## src/rtl/lphs_pkg.sv

```systemverilog
package lphs_pkg;
  typedef enum logic [2:0] {
    ST_RUN,
    ST_ACT,
    ST_HLT,
    ST_AWK,
    ST_STAB
  } seq_state_t;
endpackage

```

## src/rtl/lphs_wake_filter.sv

```systemverilog
module lphs_wake_filter
  import lphs_pkg::*;
#(
  parameter int unsigned N_IRQ = 4,
  parameter logic [N_IRQ-1:0] ACT_MASK = 4'b0011,
  parameter logic [N_IRQ-1:0] HLT_MASK = 4'b1010
) (
  input  seq_state_t       state,
  input  logic [N_IRQ-1:0] irq,
  input  logic             awake_tick,
  output logic             irq_ok
);
  logic act_hit;
  logic hlt_hit;

  assign act_hit = |(irq & ACT_MASK);
  assign hlt_hit = |(irq & HLT_MASK);

  always_comb begin
    unique case (state)
      ST_ACT:  irq_ok = act_hit;
      ST_HLT:  irq_ok = hlt_hit;
      ST_AWK:  irq_ok = hlt_hit | awake_tick;
      default: irq_ok = 1'b0;
    endcase
  end
endmodule

```

## src/rtl/lphs_stab_timer.sv

```systemverilog
module lphs_stab_timer #(
  parameter int unsigned SHORT_CYC = 256,
  parameter int unsigned LONG_CYC  = 4096
) (
  input  logic clk,
  input  logic rst,
  input  logic start,
  input  logic long_sel,
  output logic expire
);
  localparam int unsigned CW = $clog2(LONG_CYC);
  localparam logic [CW-1:0] SHORT_LD = CW'(SHORT_CYC - 1);
  localparam logic [CW-1:0] LONG_LD  = CW'(LONG_CYC - 1);

  logic [CW-1:0] cnt;
  logic          active;

  always_ff @(posedge clk) begin
    if (rst) begin
      cnt    <= '0;
      active <= 1'b0;
    end else if (start) begin
      cnt    <= long_sel ? LONG_LD : SHORT_LD;
      active <= 1'b1;
    end else if (active) begin
      if (cnt == '0) active <= 1'b0;
      else           cnt    <= cnt - 1'b1;
    end
  end

  assign expire = active && (cnt == '0);

  AST_TMR_COUNTDOWN: assert property (@(posedge clk) disable iff (rst)
    (active && cnt != '0 && !start) |=> (cnt == $past(cnt) - 1'b1));
  AST_TMR_STOPS: assert property (@(posedge clk) disable iff (rst)
    (expire && !start) |=> !active);
endmodule

```

## src/rtl/lphs_irq_mask.sv

```systemverilog
module lphs_irq_mask (
  input  logic clk,
  input  logic rst,
  input  logic set,
  input  logic clr,
  output logic mask
);
  always_ff @(posedge clk) begin
    if (rst)      mask <= 1'b0;
    else if (set) mask <= 1'b1;
    else if (clr) mask <= 1'b0;
  end

  AST_MASK_HOLD: assert property (@(posedge clk) disable iff (rst)
    (mask && !clr && !set) |=> mask);
  AST_MASK_SET: assert property (@(posedge clk) disable iff (rst)
    set |=> mask);
endmodule

```

## src/rtl/halt_sequencer.sv

```systemverilog
module halt_sequencer
  import lphs_pkg::*;
#(
  parameter int unsigned N_IRQ     = 4,
  parameter logic [N_IRQ-1:0] ACT_MASK = 4'b0011,
  parameter logic [N_IRQ-1:0] HLT_MASK = 4'b1010,
  parameter int unsigned SHORT_CYC = 256,
  parameter int unsigned LONG_CYC  = 4096
) (
  input  logic             clk,
  input  logic             rst,
  input  logic             halt_req,
  input  logic             active_halt_en,
  input  logic             awake_en,
  input  logic             long_delay,
  input  logic             sys_rst_req,
  input  logic [N_IRQ-1:0] irq,
  input  logic             awake_tick,
  input  logic             irq_return,
  output logic             osc_en,
  output logic             wkosc_en,
  output logic             periph_en,
  output logic             cpu_en,
  output logic             stab_done,
  output logic             fetch_reset,
  output logic             service_irq,
  output logic             irq_mask
);
  seq_state_t state, state_n;
  logic       cause_rst, cause_n;
  logic       long_q, long_n;
  logic       irq_ok, tmr_expire;
  logic       start_stab, go_reset, go_irq, done_n;

  lphs_wake_filter #(
    .N_IRQ(N_IRQ), .ACT_MASK(ACT_MASK), .HLT_MASK(HLT_MASK)
  ) u_filter (
    .state(state), .irq(irq), .awake_tick(awake_tick), .irq_ok(irq_ok)
  );

  lphs_stab_timer #(
    .SHORT_CYC(SHORT_CYC), .LONG_CYC(LONG_CYC)
  ) u_timer (
    .clk(clk), .rst(rst), .start(start_stab), .long_sel(long_q),
    .expire(tmr_expire)
  );

  lphs_irq_mask u_mask (
    .clk(clk), .rst(rst), .set(go_irq),
    .clr(irq_return | go_reset), .mask(irq_mask)
  );

  always_comb begin
    state_n    = state;
    cause_n    = cause_rst;
    long_n     = long_q;
    start_stab = 1'b0;
    go_reset   = 1'b0;
    go_irq     = 1'b0;
    done_n     = 1'b0;
    unique case (state)
      ST_RUN: begin
        if (sys_rst_req) begin
          go_reset = 1'b1;
        end else if (halt_req) begin
          long_n = long_delay;
          if (awake_en)            state_n = ST_AWK;
          else if (active_halt_en) state_n = ST_ACT;
          else                     state_n = ST_HLT;
        end
      end
      ST_ACT: begin
        if (sys_rst_req) begin
          state_n    = ST_STAB;
          start_stab = 1'b1;
          cause_n    = 1'b1;
        end else if (irq_ok) begin
          state_n = ST_RUN;
          go_irq  = 1'b1;
        end
      end
      ST_HLT, ST_AWK: begin
        if (sys_rst_req || irq_ok) begin
          state_n    = ST_STAB;
          start_stab = 1'b1;
          cause_n    = sys_rst_req;
        end
      end
      ST_STAB: begin
        if (sys_rst_req) cause_n = 1'b1;
        if (tmr_expire) begin
          state_n = ST_RUN;
          done_n  = 1'b1;
          if (cause_n) go_reset = 1'b1;
          else         go_irq   = 1'b1;
        end
      end
      default: state_n = ST_RUN;
    endcase
  end

  always_ff @(posedge clk) begin
    if (rst) begin
      state       <= ST_RUN;
      cause_rst   <= 1'b0;
      long_q      <= 1'b0;
      osc_en      <= 1'b1;
      wkosc_en    <= 1'b0;
      periph_en   <= 1'b1;
      cpu_en      <= 1'b1;
      stab_done   <= 1'b0;
      fetch_reset <= 1'b0;
      service_irq <= 1'b0;
    end else begin
      state       <= state_n;
      cause_rst   <= cause_n;
      long_q      <= long_n;
      osc_en      <= !(state_n == ST_HLT || state_n == ST_AWK);
      wkosc_en    <= (state_n == ST_AWK);
      periph_en   <= (state_n == ST_RUN);
      cpu_en      <= (state_n == ST_RUN);
      stab_done   <= done_n;
      fetch_reset <= go_reset;
      service_irq <= go_irq;
    end
  end

  AST_HALT_CPU_OFF: assert property (@(posedge clk) disable iff (rst)
    (state != ST_RUN) |-> (!cpu_en && !periph_en));
  AST_ACT_OSC_ON: assert property (@(posedge clk) disable iff (rst)
    (state == ST_ACT) |-> osc_en);
  AST_PLAIN_ALL_OFF: assert property (@(posedge clk) disable iff (rst)
    (state == ST_HLT) |-> (!osc_en && !wkosc_en));
  AST_AWK_OSC_SWAP: assert property (@(posedge clk) disable iff (rst)
    (state == ST_AWK) |-> (wkosc_en && !osc_en));
  AST_STAB_OSC_ON: assert property (@(posedge clk) disable iff (rst)
    (state == ST_STAB) |-> (osc_en && !cpu_en));
  AST_CPU_RISE_GATED: assert property (@(posedge clk) disable iff (rst)
    $rose(cpu_en) |-> (stab_done || service_irq || fetch_reset));
  AST_DONE_WITH_CPU: assert property (@(posedge clk) disable iff (rst)
    stab_done |-> (cpu_en && (fetch_reset || service_irq)));
  AST_EXIT_EXCLUSIVE: assert property (@(posedge clk) disable iff (rst)
    !(fetch_reset && service_irq));
  AST_SERVICE_PULSE: assert property (@(posedge clk) disable iff (rst)
    service_irq |=> !service_irq);
  AST_RESET_KEEPS_CAUSE: assert property (@(posedge clk) disable iff (rst)
    (state == ST_STAB && sys_rst_req) |=> (cause_rst || fetch_reset));
endmodule

```

## config.mk

```make
export PLATFORM = sky130hd
export DESIGN_NAME = halt_sequencer
export DESIGN_NICKNAME = d
export VERILOG_FILES = /design/src/rtl/lphs_pkg.sv /design/src/rtl/lphs_wake_filter.sv /design/src/rtl/lphs_stab_timer.sv /design/src/rtl/lphs_irq_mask.sv /design/src/rtl/halt_sequencer.sv
export SDC_FILE = /design/constraint.sdc
export NUM_CORES = 1
export LEC_CHECK = 0
export CAP_MARGIN = 20
export CELL_PAD_IN_SITES_DETAIL_PLACEMENT = 1
export CELL_PAD_IN_SITES_GLOBAL_PLACEMENT = 2
export CORE_MARGIN = 2
export CORE_UTILIZATION = 32
export CTS_CLUSTER_SIZE = 30
export DETAILED_ROUTE_END_ITERATION = 8
export HOLD_SLACK_MARGIN = 0.15
export PLACE_DENSITY_LB_ADDON = 0.1
export SYNTH_ARGS = -nofsm -noshare
export SYNTH_HDL_FRONTEND = slang
export SYNTH_SLANG_ARGS = --single-unit
```

## constraint.sdc

```tcl
create_clock -name clk -period 2.1 [get_ports clk]
set_input_delay 0.42 -clock clk [delete_from_list [all_inputs] [get_ports clk]]
set_output_delay 0.42 -clock clk [all_outputs]
set_load 0.1 [all_outputs]
```

==> metrics <==
outcome complete, no violations; FFs w/ async S/R, synth 0; worst slew pin tran 477 ps; P&R area growth vs syn 23.4%; DR vias/cell around 5.4; Post-CTS Setup Repair Bufs 0; max-slew violations 0; Period Utilization, post-route 0.927; PD cells 778 nW/um2; IO buf count 19; routed wire length about 3400 um; max capacitance violation total 0; DR WL/cell 15.2 um; GP Congestion around 0.74; remaining global-route overflow 0; Cells after Synth 150; crit path cell chain or3b_1 -> or4_2 -> a31oi_1; Crit. End Element flop; Total GRT Usage 0.171; post-synthesis cell type count 51; antenna viol nets, final 0; synth warn 0; Hold Crit Class flop to flop; # setup viols final 0; clock root buffer clkbuf_8; DR vias 1213; Clock Path Buffers 2; Synth Cell Area 1340 um2; clock slew at reported path FFs 90 ps; overall power 1290 uW; Critical path buffers and inverters 0; Top FF cell, synth dfxtp_1; Worst Path Class, Setup flop to flop; Worst Path Arrival 2140 ps; max incr delay on CP ~660 ps; pre-CTS setup slack 33.9 ps; H-tree Lvls 1; Cell Rows 23; Die ar. around 4700 um2; DRC viols 0; Die Span Y 68.7 um; CTS buffer count 3; effective utilization at floorplan 0.333; Slowest cell on crit path or4_2; Starting DRT DRC Count 64; Pre-antenna DRT Iters 4; Syn Nets 165; Seq cells post-synth 25; Die W 68.7 um; Tmin final 1950 ps; Slew headroom 0.680; Startpoint Class flop; delay-heaviest family, CP simple AND/OR/NAND/NOR gates; TritonCTS clock tree built; Leakage 0.000594 uW; Seq/Total Area, Yosys 0.373; IO Count 21; Post-synth EDFFs 0; Max Clock Freq 514 MHz; Crit path required time 2290 ps; Core ar. 4030 um2; Crit Path Max Fanout 8; CTS sink cnt 25; largest net degree at the start of global routing 20; initial antenna violation count 0; worst setup slack after layout between 150 and 200 ps; Avg Cell Area, Syn 8.94 um2; vias in the first global route approximately 1.3k; WHS 471 ps; Clock Latency Late Sink 260 ps; DP Wirelength 2580 um; final hold vios 0; clock skew about 4 ps; Inserted Diodes 0; first-pass GRT wire length slightly above 6000 um; layout cells sized above 1 0.230; Peak VDD IR between 0.0003 and 0.0004 V; Core Util, Final 0.411; Final #Nets 190; RSZ-0062 raised after global routing false
-- flip-flops by register name, indices dropped and copies added (netlist names) --
name / cells
u_timer.cnt: 12
state: 3
cause_rst: 1
cpu_en: 1
fetch_reset: 1
long_q: 1
osc_en: 1
service_irq: 1
stab_done: 1
u_mask.mask: 1
u_timer.active: 1
wkosc_en: 1
-- metal layers --
metal  global-route usage  vias to the layer above  part of all wire
met3               0.0244                        2             0.025
met2                0.320                       10              0.52
li1                     -                      612                 -
met4               0.0515                        0            0.0062
met5                    0                        -                 0
met1                0.200                      589              0.45
-- power by group --
group	total, uW	internal (uW)	switching (uW)	leakage, uW
logic	438	170	268	0.000368
clock network	283	135	148	0.0000228
registers	566	515	51.0	0.000204
total	1290	821	467	0.000594
-- cells in the final DEF, fill, tap and decap left out, types with 3 or more instances in the layout --
master and count:
nand2b_1 4, clkdlybuf4s50_1 11, inv_1 5, nor3_1 4, o41ai_1 3, buf_4 17, dfxtp_1 25, or2_2 4
clkbuf_8 3, nor2_1 11, a31oi_1 9, or3_1 3, o21ai_0 5, nand2_1 9, a21oi_1 12
-- worst register-to-register path, stage by stage (launching register included) --
cell     delay (ps)
dfxtp_1         540
or3b_1          510
or4_2           660
a31oi_1         180
-- synthesized netlist by cell type, types with 2 or more instances --
cell type  instances  area (um2)
o211ai_1           2        15.0
nor4_1             2        12.5
inv_1              5        18.8
nor3b_1            2        15.0
nor2_1            11        41.3
or4b_2             2        20.0
o41ai_1            3        26.3
clkbuf_1           7        26.3
a21oi_1           12        60.1
or2_2              4        25.0
nand2b_1           5        31.3
o21bai_1           2        15.0
nor4_4             2        42.5
xnor2_1            2        17.5
or3_1              3        18.8
ha_1               2        25.0
a31oi_1            9        56.3
nor3_1             4        20.0
nand2_1            9        33.8
or4_2              2        17.5
o21ai_0            5        25.0
nand3_1            2        10.0
dfxtp_1           25         500
-- worst paths after layout --
| path | start | end | slack (ps) | depth (start not counted) |
|---|---|---|---|---|
| max reg2reg | u_timer.active | u_timer.cnt[3] | 150 | 3 |
| min | long_q | long_q | 470 | 2 |
| max | u_timer.active | u_timer.cnt[3] | 150 | 3 |
| min reg2reg | long_q | long_q | 470 | 2 |
-- cell type report --
| cell class | instances | area, um2 |
|---|---|---|
| well taps | 50 | 62.6 |
| fillers | 474 | 2370 |
| multi-input cells | 112 | 791 |
| clock buffers | 4 | 45.0 |
| inverters | 5 | 18.8 |
| repair buffers | 28 | 238 |
| flip-flops and latches | 25 | 500 |
-- per-stage QoR --
step	setup TNS [ps]	cells	area [um2]
finish	0	224	1660
global route	0	224	1660
CTS	0	224	1650
detailed placement	0	220	1610
global placement	-1.83	220	1610
floorplan	0	150	1340
-- what timing repair did --
item,in CTS,in global routing
hold buffers,0,0
endpoints found under the setup margin,0,2
resized for setup,0,1
-- kinds of logic (layout without fill, tap and decap cells) --
| family | Yosys count | in the layout | synth area share |
|---|---|---|---|
| AO/OA/AOI/OAI | 43 | 43 | 0.231 |
| XOR/XNOR | 3 | 3 | 0.0196 |
| adder cells (fa/ha/maj) | 2 | 2 | 0.0187 |
| buffers and inverters | 13 | 37 | 0.0392 |
| flip-flops | 25 | 25 | 0.373 |
| multiplexers | 2 | 2 | 0.0159 |
| AND/OR/NAND/NOR | 62 | 62 | 0.302 |
Note: power is estimated with default switching activity, not from simulation.
